**src/rtl/twi_target_pkg.sv**
```systemverilog
package twi_target_pkg;
  localparam int BYTE_W = 8;

  typedef enum logic [3:0] {
    ST_IDLE,
    ST_ADDR,
    ST_AACK,
    ST_WR,
    ST_WACK,
    ST_RLOAD,
    ST_RD,
    ST_RACK,
    ST_HOLD
  } twi_state_e;
endpackage

```
**src/rtl/twi_line_filter.sv**
```systemverilog
module twi_line_filter #(
  parameter int LEN = 3
) (
  input  logic clk,
  input  logic rst,
  input  logic din,
  output logic dout
);
  logic [1:0]     sync;
  logic [LEN-1:0] hist;

  // two-stage synchroniser, then the output follows only a stable run of LEN samples
  always_ff @(posedge clk) begin
    if (rst) begin
      sync <= 2'b11;
      hist <= '1;
      dout <= 1'b1;
    end else begin
      sync <= {sync[0], din};
      hist <= {hist[LEN-2:0], sync[1]};
      if (&hist)       dout <= 1'b1;
      else if (~|hist) dout <= 1'b0;
    end
  end
endmodule

```
**src/rtl/twi_fifo.sv**
```systemverilog
module twi_fifo #(
  parameter int W     = 8,
  parameter int DEPTH = 4
) (
  input  logic         clk,
  input  logic         rst,
  input  logic         push,
  input  logic [W-1:0] din,
  input  logic         pop,
  output logic [W-1:0] dout,
  output logic         empty,
  output logic         full
);
  // DEPTH is a power of two so the pointers wrap on their own
  localparam int unsigned AW = $clog2(DEPTH);
  localparam logic [AW:0] FULL_CNT = (AW+1)'(DEPTH);

  logic [W-1:0]  mem [DEPTH];
  logic [AW-1:0] wp, rp;
  logic [AW:0]   cnt;
  logic          do_push, do_pop;

  assign do_push = push && !full;
  assign do_pop  = pop && !empty;
  assign empty   = (cnt == '0);
  assign full    = (cnt == FULL_CNT);
  assign dout    = mem[rp];

  always_ff @(posedge clk) begin
    if (do_push) mem[wp] <= din;
  end

  always_ff @(posedge clk) begin
    if (rst) begin
      wp  <= '0;
      rp  <= '0;
      cnt <= '0;
    end else begin
      if (do_push) wp <= wp + 1'b1;
      if (do_pop)  rp <= rp + 1'b1;
      case ({do_push, do_pop})
        2'b10:   cnt <= cnt + 1'b1;
        2'b01:   cnt <= cnt - 1'b1;
        default: cnt <= cnt;
      endcase
    end
  end
endmodule

```
**src/rtl/twi_engine.sv**
```systemverilog
module twi_engine
  import twi_target_pkg::*;
#(
  parameter logic [6:0] TARGET_ADDR = 7'h2A
) (
  input  logic              clk,
  input  logic              rst,
  input  logic              scl_f,
  input  logic              sda_f,
  output logic              rx_push,
  output logic [BYTE_W-1:0] rx_byte,
  input  logic              rx_full,
  output logic              tx_pop,
  input  logic [BYTE_W-1:0] tx_byte,
  input  logic              tx_empty,
  output logic              sda_oe,
  output logic              scl_oe
);
  twi_state_e        state;
  logic [3:0]        cnt;
  logic [BYTE_W-1:0] shreg;
  logic              rw, mack;
  logic              scl_q, sda_q;
  logic              rise, fall, start_c, stop_c;

  assign rise    = !scl_q && scl_f;
  assign fall    = scl_q && !scl_f;
  assign start_c = scl_q && scl_f && sda_q && !sda_f;
  assign stop_c  = scl_q && scl_f && !sda_q && sda_f;
  assign rx_byte = shreg;

  always_ff @(posedge clk) begin
    if (rst) begin
      state   <= ST_IDLE;
      cnt     <= '0;
      shreg   <= '0;
      rw      <= 1'b0;
      mack    <= 1'b0;
      sda_oe  <= 1'b0;
      scl_oe  <= 1'b0;
      rx_push <= 1'b0;
      tx_pop  <= 1'b0;
      scl_q   <= 1'b1;
      sda_q   <= 1'b1;
    end else begin
      scl_q   <= scl_f;
      sda_q   <= sda_f;
      rx_push <= 1'b0;
      tx_pop  <= 1'b0;
      if (start_c) begin
        state  <= ST_ADDR;
        cnt    <= '0;
        sda_oe <= 1'b0;
        scl_oe <= 1'b0;
      end else if (stop_c) begin
        state  <= ST_IDLE;
        sda_oe <= 1'b0;
        scl_oe <= 1'b0;
      end else begin
        case (state)
          ST_ADDR, ST_WR: begin
            if (rise) begin
              shreg <= {shreg[BYTE_W-2:0], sda_f};
              cnt   <= cnt + 1'b1;
            end else if (fall && cnt == 4'd8) begin
              if (state == ST_ADDR) begin
                if (shreg[7:1] == TARGET_ADDR) begin
                  sda_oe <= 1'b1;
                  rw     <= shreg[0];
                  state  <= ST_AACK;
                end else begin
                  state <= ST_HOLD;
                end
              end else if (!rx_full) begin
                rx_push <= 1'b1;
                sda_oe  <= 1'b1;
                state   <= ST_WACK;
              end else begin
                state <= ST_HOLD;
              end
            end
          end
          ST_AACK, ST_WACK: begin
            if (fall) begin
              sda_oe <= 1'b0;
              cnt    <= '0;
              if (state == ST_AACK && rw) begin
                scl_oe <= tx_empty;
                state  <= ST_RLOAD;
              end else begin
                state <= ST_WR;
              end
            end
          end
          ST_RLOAD: begin
            if (!tx_empty) begin
              shreg  <= tx_byte;
              tx_pop <= 1'b1;
              sda_oe <= !tx_byte[7];
              scl_oe <= 1'b0;
              cnt    <= '0;
              state  <= ST_RD;
            end
          end
          ST_RD: begin
            if (fall) begin
              if (cnt == 4'd7) begin
                sda_oe <= 1'b0;
                state  <= ST_RACK;
              end else begin
                cnt    <= cnt + 1'b1;
                shreg  <= {shreg[BYTE_W-2:0], 1'b0};
                sda_oe <= !shreg[6];
              end
            end
          end
          ST_RACK: begin
            if (rise) begin
              mack <= !sda_f;
            end else if (fall) begin
              if (mack) begin
                scl_oe <= tx_empty;
                state  <= ST_RLOAD;
              end else begin
                state <= ST_HOLD;
              end
            end
          end
          default: ;
        endcase
      end
    end
  end
endmodule

```
**src/rtl/twi_target.sv**
```systemverilog
module twi_target
  import twi_target_pkg::*;
#(
  parameter logic [6:0] TARGET_ADDR = 7'h2A,
  parameter int         RX_DEPTH    = 4,
  parameter int         TX_DEPTH    = 4,
  parameter int         FILT_LEN    = 3
) (
  input  logic              clk,
  input  logic              rst,
  input  logic              scl_i,
  input  logic              sda_i,
  output logic              scl_oe,
  output logic              sda_oe,
  input  logic              rx_rd,
  output logic [BYTE_W-1:0] rx_data,
  output logic              rx_valid,
  input  logic              tx_wr,
  input  logic [BYTE_W-1:0] tx_data,
  output logic              tx_full
);
  logic              scl_f, sda_f;
  logic              rx_push, rx_full, rx_empty;
  logic [BYTE_W-1:0] rx_byte;
  logic              tx_pop, tx_empty;
  logic [BYTE_W-1:0] tx_byte;

  twi_line_filter #(.LEN(FILT_LEN)) u_scl_filt (
    .clk(clk), .rst(rst), .din(scl_i), .dout(scl_f)
  );
  twi_line_filter #(.LEN(FILT_LEN)) u_sda_filt (
    .clk(clk), .rst(rst), .din(sda_i), .dout(sda_f)
  );

  twi_fifo #(.W(BYTE_W), .DEPTH(RX_DEPTH)) u_rx_fifo (
    .clk(clk), .rst(rst), .push(rx_push), .din(rx_byte),
    .pop(rx_rd), .dout(rx_data), .empty(rx_empty), .full(rx_full)
  );
  twi_fifo #(.W(BYTE_W), .DEPTH(TX_DEPTH)) u_tx_fifo (
    .clk(clk), .rst(rst), .push(tx_wr), .din(tx_data),
    .pop(tx_pop), .dout(tx_byte), .empty(tx_empty), .full(tx_full)
  );

  twi_engine #(.TARGET_ADDR(TARGET_ADDR)) u_engine (
    .clk(clk), .rst(rst), .scl_f(scl_f), .sda_f(sda_f),
    .rx_push(rx_push), .rx_byte(rx_byte), .rx_full(rx_full),
    .tx_pop(tx_pop), .tx_byte(tx_byte), .tx_empty(tx_empty),
    .sda_oe(sda_oe), .scl_oe(scl_oe)
  );

  assign rx_valid = !rx_empty;
endmodule

```
**config.mk**
```make
export PLATFORM = sky130hd
export DESIGN_NAME = twi_target
export DESIGN_NICKNAME = d
export VERILOG_FILES = /design/src/rtl/twi_target_pkg.sv /design/src/rtl/twi_line_filter.sv /design/src/rtl/twi_fifo.sv /design/src/rtl/twi_engine.sv /design/src/rtl/twi_target.sv
export SDC_FILE = /design/constraint.sdc
export NUM_CORES = 1
export LEC_CHECK = 0
export ABC_AREA = 1
export BUFFER_PORTS_ARGS = -buffer_cell sky130_fd_sc_hd__buf_4
export CORE_UTILIZATION = 40
export DETAILED_ROUTE_END_ITERATION = 8
export PLACE_DENSITY = 0.66
export SYNTH_ARGS = -nofsm -noshare
export SYNTH_HDL_FRONTEND = slang
export SYNTH_SLANG_ARGS = --single-unit
```
**constraint.sdc**
```tcl
create_clock -name clk -period 2.1 [get_ports clk]
set_input_delay 0.315 -clock clk [delete_from_list [all_inputs] [get_ports clk]]
set_output_delay 0.315 -clock clk [all_outputs]
set_load 0.05 [all_outputs]
```
Word-level counts from Yosys, hierarchy flattened
Memories as Yosys holds them, arrays and structs flattened. A register that Yosys moved wholly into a read port is not among the register bits.
Index checks and enable logic that the tools add are counted.
{"block": "word_totals", "regBits": 50, "out_inout_bits": 12, "ram_bits": 64, "input_bits": 14, "memories": 2, "elab_cells": 187}
{"block": "classes", "n_addsub": 9, "eq_ne": 38, "bitwise": 6, "n_mux": 56, "n_reduce_logical": 52}
{"name": "u_rx_fifo.mem", "depth": 4, "width": 8, "read_ports": 1, "rd_ports_with_merged_regs": 1, "write_ports": 1, "line": "twi_fifo.sv:18", "text": "logic [W-1:0] mem [DEPTH];"}
{"name": "u_tx_fifo.mem", "depth": 4, "width": 8, "read_ports": 1, "rd_ports_with_merged_regs": 1, "write_ports": 1, "line": "twi_fifo.sv:18"}
{"operator": "$mux 4", "count": 17}
{"operator": "$mux 8", "count": 4}
{"operator": "$reduce_and 7->1", "count": 4}
{"operator": "$pmux 8 s3", "count": 1}
{"operator": "$mux 1", "count": 23}
{"operator": "$eq 4x3->1 const B", "count": 5}
{"operator": "$ne 4x1->1 const B", "count": 5}
{"operator": "$pmux 4 s5", "count": 1}
{"operator": "$reduce_and 9->1", "count": 2}
{"operator": "$ne 2x1->1 const B", "count": 8}
{"operator": "$pmux 4 s4", "count": 1}
{"operator": "$logic_and 1x1->1", "count": 13}
{"operator": "$ne 4x4->1 const B", "count": 3}
{"operator": "$pmux 3 s2", "count": 2}
{"operator": "$logic_not 1->1", "count": 10}
{"operator": "$reduce_or 2->1", "count": 5}
{"operator": "$reduce_or 3->1", "count": 3}
{"operator": "$add 2x1->2 const B", "count": 4}
{"operator": "$eq 4x2->1 const B", "count": 2}
{"operator": "$mux 2", "count": 4}
{"operator": "$ne 2x2->1 const B", "count": 4}
{"operator": "$reduce_and 8->1", "count": 1}
{"operator": "$eq 7x6->1 const B", "count": 1}
{"operator": "$reduce_bool 7->1", "count": 1}
{"operator": "22 further kinds", "count": 37}

Depth between registers and ports, before layout
{"block": "logic_depth", "ltp_word": 8, "depth_mapped": 11, "mapped_depth_nobuf": 11}

Modules after synthesis
From an unflattened synthesis, not the netlist that was laid out.
{"block": "hier_totals", "cells_unflattened": 592, "area_unflattened_um2": 5267.6}
{"module": "twi_fifo", "area_per_inst_um2": 1691.6, "seq_area_each_um2": 1141.1, "cells_per_inst": 146, "n_inst": 2}
{"module": "twi_engine", "area_per_inst_um2": 1505.2, "seq_area_each_um2": 480.5, "cells_per_inst": 255, "n_inst": 1}
{"module": "twi_line_filter", "area_per_inst_um2": 187.7, "seq_area_each_um2": 120.1, "cells_per_inst": 22, "n_inst": 2}
{"module": "twi_target", "area_per_inst_um2": 3.8, "seq_area_each_um2": 0.0, "cells_per_inst": 1, "n_inst": 1}

Least setup slack after synthesis
OpenSTA, ideal clock, no wires.
{"block": "synth_timing", "path_type": "register to register", "startpoint": "register u_tx_fifo.cnt[2]", "endpoint": "register u_tx_fifo.cnt[2]", "slack_ns": -0.825, "setup_ns": 0.122, "path_stages_with_launch": 12, "required_ns": 1.978, "period_less_slack_ns": 2.925, "n_path_buf": 0, "t_arrival_ns": 2.803, "cell_sequence": "dfxtp_1 -> inv_1 -> nor3_1 -> nor2_1 -> inv_1 -> ha_1 -> inv_1 -> fa_1 -> a21oi_1 -> o21ai_0 -> o21ai_0 -> a21oi_1"}
{"block": "synth_via", "elab_chain_len": 5, "word_cells_on_any_way": 12, "classes_between": "add/sub: 2; eq/ne: 3; mux: 1; reduce/logical: 6"}
{"element": "start: declaration", "line": "twi_fifo.sv:20", "text": "logic [AW:0] cnt;"}
{"element": "start signal: assignment", "line": "twi_fifo.sv:42", "text": "2'b10: cnt <= cnt + 1'b1;"}
{"element": "start signal: assignment", "line": "twi_fifo.sv:43", "text": "2'b01: cnt <= cnt - 1'b1;"}
{"element": "start signal: assignment", "line": "twi_fifo.sv:44", "text": "default: cnt <= cnt;"}
{"element": "$eq 3x3->1 *", "line": "twi_fifo.sv:26", "text": "assign full = (cnt == FULL_CNT);"}
{"element": "net tx_full", "line": "twi_target.sv:20", "text": "output logic tx_full"}
{"element": "$logic_not 1->1 *", "line": "twi_fifo.sv:23", "text": "assign do_push = push && !full;"}
{"element": "$logic_and 1x1->1 *", "line": "twi_fifo.sv:23"}
{"element": "$eq 2x1->1 or $eq 2x2->1 (tied branches)", "line": "twi_fifo.sv:41", "text": "case ({do_push, do_pop})"}
{"element": "$pmux 3 s2 or $reduce_bool 2->1 (tied branches)"}
The timed path passes the listed nets; every way through them passes the cells marked *.
A chain may end at the register's enable or synchronous reset.

==> results.md <==
- Status: complete, no violations
- Final worst path period share: a little over 90%
- R2R depth: 10
- Startpoint types: flop
- Post-synth top area share: a little under two fifths
- Critical Path Sink Type: primary output
- PostCTS Resize Cnt: 0
- Filler instances: 1160
- Hold path start: sda_i
- Min-delay worst type: input pin to flop
- Endpoints failing setup: 0
- RSZ-0062 raised after global routing: no
- Layout cell share with drive strength beyond 1: about a fifth
- Via count: 3699
- Clock skew: slightly below 0.01 ns
- Fmax: 515 MHz
- Yosys top cell by area: edfxtp_1
- Leak pwr: around 2.5 nW
- Core area: between 10000 and 15000 sq um
- Slowest cell on crit path: inv_1
- Total CTS buffers: 17
- Top post-synthesis cells by area: edfxtp_1 38%, dfxtp_1 21%, nand2_1 6.2%
- Die W: roughly 110 microns
- Tmin final: roughly 1.9 ns
- Num rows: 40
- Slew headroom: ~69%
- CP max stage delay: between 0.3 and 0.4 ns
- Post-synth ARST share: 0%
- Ports: 26
- Worst-path clk slew: 0.05 ns
- Hold EP: u_sda_filt.sync[0]$_SDFF_PP1_
- Vias in the first global route: 3606
- Post-route ant nets: 0
- WL/cell: 13.3 microns
- Worst skew pair latency: between 0.4 and 0.5 ns
- First-pass GRT wire length: 16700 microns
- Synth cell types: 40
- Kind of critical path: flop to primary output
- GRT overflow: 0
- Die ar.: approximately 13000 sq um
- CTS max path bufs: 2
- PD cells: 1130 nW/um^2
- CTS Root Cell: clkbuf_16
- Reg-to-reg startpoint: u_rx_fifo.cnt[0]$_SDFFE_PP0P_
- GPL Wtd Cong: just over 0.8
- CTS Hold Bufs: 0
- Fin. Hold Viols: 0
- Xor and xnor area share after synthesis: 0.172%
- Num Clock Sinks: 118
- Worst r2r dst: u_rx_fifo.cnt[2]$_SDFFE_PP0P_
- Synth Cell Area: between 5000 and 6000 sq um
- Port bufs: 25
- Fraction of synthesized area in multiplexers: 0%
- Hold Crit Depth: 2
- Post-Syn Nets: approximately 550
- Worst-path fanout max: 16
- Largest net degree at the start of global routing: 17
- Placement Cell Area: ~5600 sq um
- Worst path cell trace: inv_1, o21ai_0, o22ai_1, buf_4
- Final Util: between 50 and 60%
- Reg-to-reg slack, setup: 0.19 ns
- Initial core utilization: 41.7%
- Detailed Routing Iterations Pass 1: 5
- Max_cap viols: 0
- Adder-cell share of the synthesized area: under 10%
- TritonCTS clock tree: done
- Drt via density: 4.90
- Tot GR Track Use: between 10% and 20%
- DP HPWL: between 6000 and 7000 microns
- Area grow syn2layout: 21.6%
- Critical Path AT: 1.63 ns
- Synth Area in Compound Gates: around 11%
- Setup bufs post-CTS: 0
- Avg Cell Area, Syn: 9.71 sq um
- H-tree depth: 4
- DR iter-0 viols: 201
- Post-synth EDFFs: 64
- Post-Synth Simple-Gate Area: between 20% and 30%
- Chip height: around 110 microns
- Slew Limit Fails: 0
- Cells after Synth: 525
- Worst EP required: between 1.5 and 2 ns
- ANT cells: 0
- Slew @ Worst Pin: 0.460 ns
- Number of nets in the layout: 602
- Hold Slack: approximately 0.09 ns
- Largest family of logic cells by synthesized area: simple AND/OR/NAND/NOR gates
- Initial antenna violation count: 0
- Design area: 6200 sq um
- Max VDD drop: between 0.4 and 0.5 mV
- Final wirelength: between 10000 and 15000 microns
- DRC Markers: 0
- Yosys reg bits: 118
- Yosys warns: 0
- Ys flop type: edfxtp_1
- Sequential share of the synthesized area: a little under 60%
metrics by stage:
stage	std cells	total power (W)	TNS [ns]	setup WS, ns
after floorplan	525	0.00375	-0.00137	-0.00137
after global placement	723	0.00402	0	0.284
after detailed placement	723	0.00404	0	0.183
after CTS	755	0.00708	0	0.151
after global routing	755	0.00737	0	0.000688
final	755	0.00702	0	0.159
cell usage in the layout, fill, tap and decap left out, drive strengths merged, types with 3 or more instances in the layout:
cell and n:
edfxtp 64, o211a 3, buf 42, clkinv 4, clkbuf 17, nand2 91
clkinvlp 4, nor3 12, nand3 46, inv 54, ha 12, a21oi 32
bufinv 4, o211ai 5, dfxtp 54, or2 13, nor2 66, o22ai 8
o21ai 47
critical path: cells and delay by family (launching register included):
family | cells | cell delay, ns
buffers and inverters | 2 | 0.57
AO/OA/AOI/OAI | 2 | 0.34
flip-flops | 1 | 0.31
area by class of cell:
class / count / area [sq um] / area share [%]
Inverter: 51 / 191 / 3.09
Sequential cell: 118 / 3000 / 48.5
Clock buffer: 17 / 425 / 6.87
Clock inverter: 15 / 200 / 3.23
Tap cell: 168 / 210 / 3.39
Multi-Input combinational cell: 344 / 1850 / 29.8
Timing Repair Buffer: 42 / 315 / 5.09
routing by layer:
layer | up-vias | wire (microns) | track usage (%) | part of all wire [%]
li1 | 1886 | - | - | -
met1 | 1722 | 4480 | 19.4 | 44
met2 | 83 | 5090 | 28.4 | 50
met3 | 8 | 406 | 4.96 | 4.0
met4 | 0 | 102 | 9.61 | 1.0
met5 | - | 0 | 0 | 0
state kept, by name (all words and copies together) (netlist names), 2 cells and up, named ones only:
signal            count
u_tx_fifo.mem        32
u_scl_filt.hist       3
u_engine.state        4
u_engine.cnt          4
u_rx_fifo.rp          2
u_tx_fifo.cnt         3
u_engine.rx_byte      8
u_sda_filt.sync       2
u_scl_filt.sync       2
u_rx_fifo.wp          2
u_tx_fifo.rp          2
u_rx_fifo.mem        32
u_sda_filt.hist       3
u_tx_fifo.wp          2
u_rx_fifo.cnt         3
how the worst max path moves through the flow:
stage | from | end | cells after the start
detailed placement | u_rx_fifo.cnt[0]$_SDFFE_PP0P_ | u_rx_fifo.cnt[2]$_SDFFE_PP0P_ | 10
global route | u_rx_fifo.cnt[0]$_SDFFE_PP0P_ | u_rx_fifo.cnt[2]$_SDFFE_PP0P_ | 10
global placement | u_rx_fifo.cnt[0]$_SDFFE_PP0P_ | u_rx_fifo.cnt[2]$_SDFFE_PP0P_ | 10
finish | flop | rx_data[3] | 4
CTS | flop | rx_data[3] | 4
floorplan | u_tx_fifo.cnt[2]$_SDFFE_PP0P_ | u_tx_fifo.cnt[2]$_SDFFE_PP0P_ | 11
synthesized netlist by cell type, drive strengths merged, types with 3 or more instances:
library cell / number
ha: 12
nand2: 91
o211ai: 5
dfxtp: 54
nor3: 12
inv: 51
buf: 7
edfxtp: 64
or2: 13
nor2: 66
clkbuf: 5
o22ai: 8
a21oi: 32
o21ai: 47
nand3: 46
o211a: 3
logic make-up after synthesis:
logic type	count (synthesis)
and+or+nand+nor	230
DFF	118
AOI/OAI and AO/OA	99
buffers and inverters	63
adders and majority gates	14
xor gates and xnor gates	1
report_power, final:
part | internal, W | switching (W)
Sequential | 0.00267 | 0.000209
Combinational | 0.000402 | 0.000719
Clock | 0.00199 | 0.00103
Total | 0.00506 | 0.00196
(Power assumes the default switching activity.)
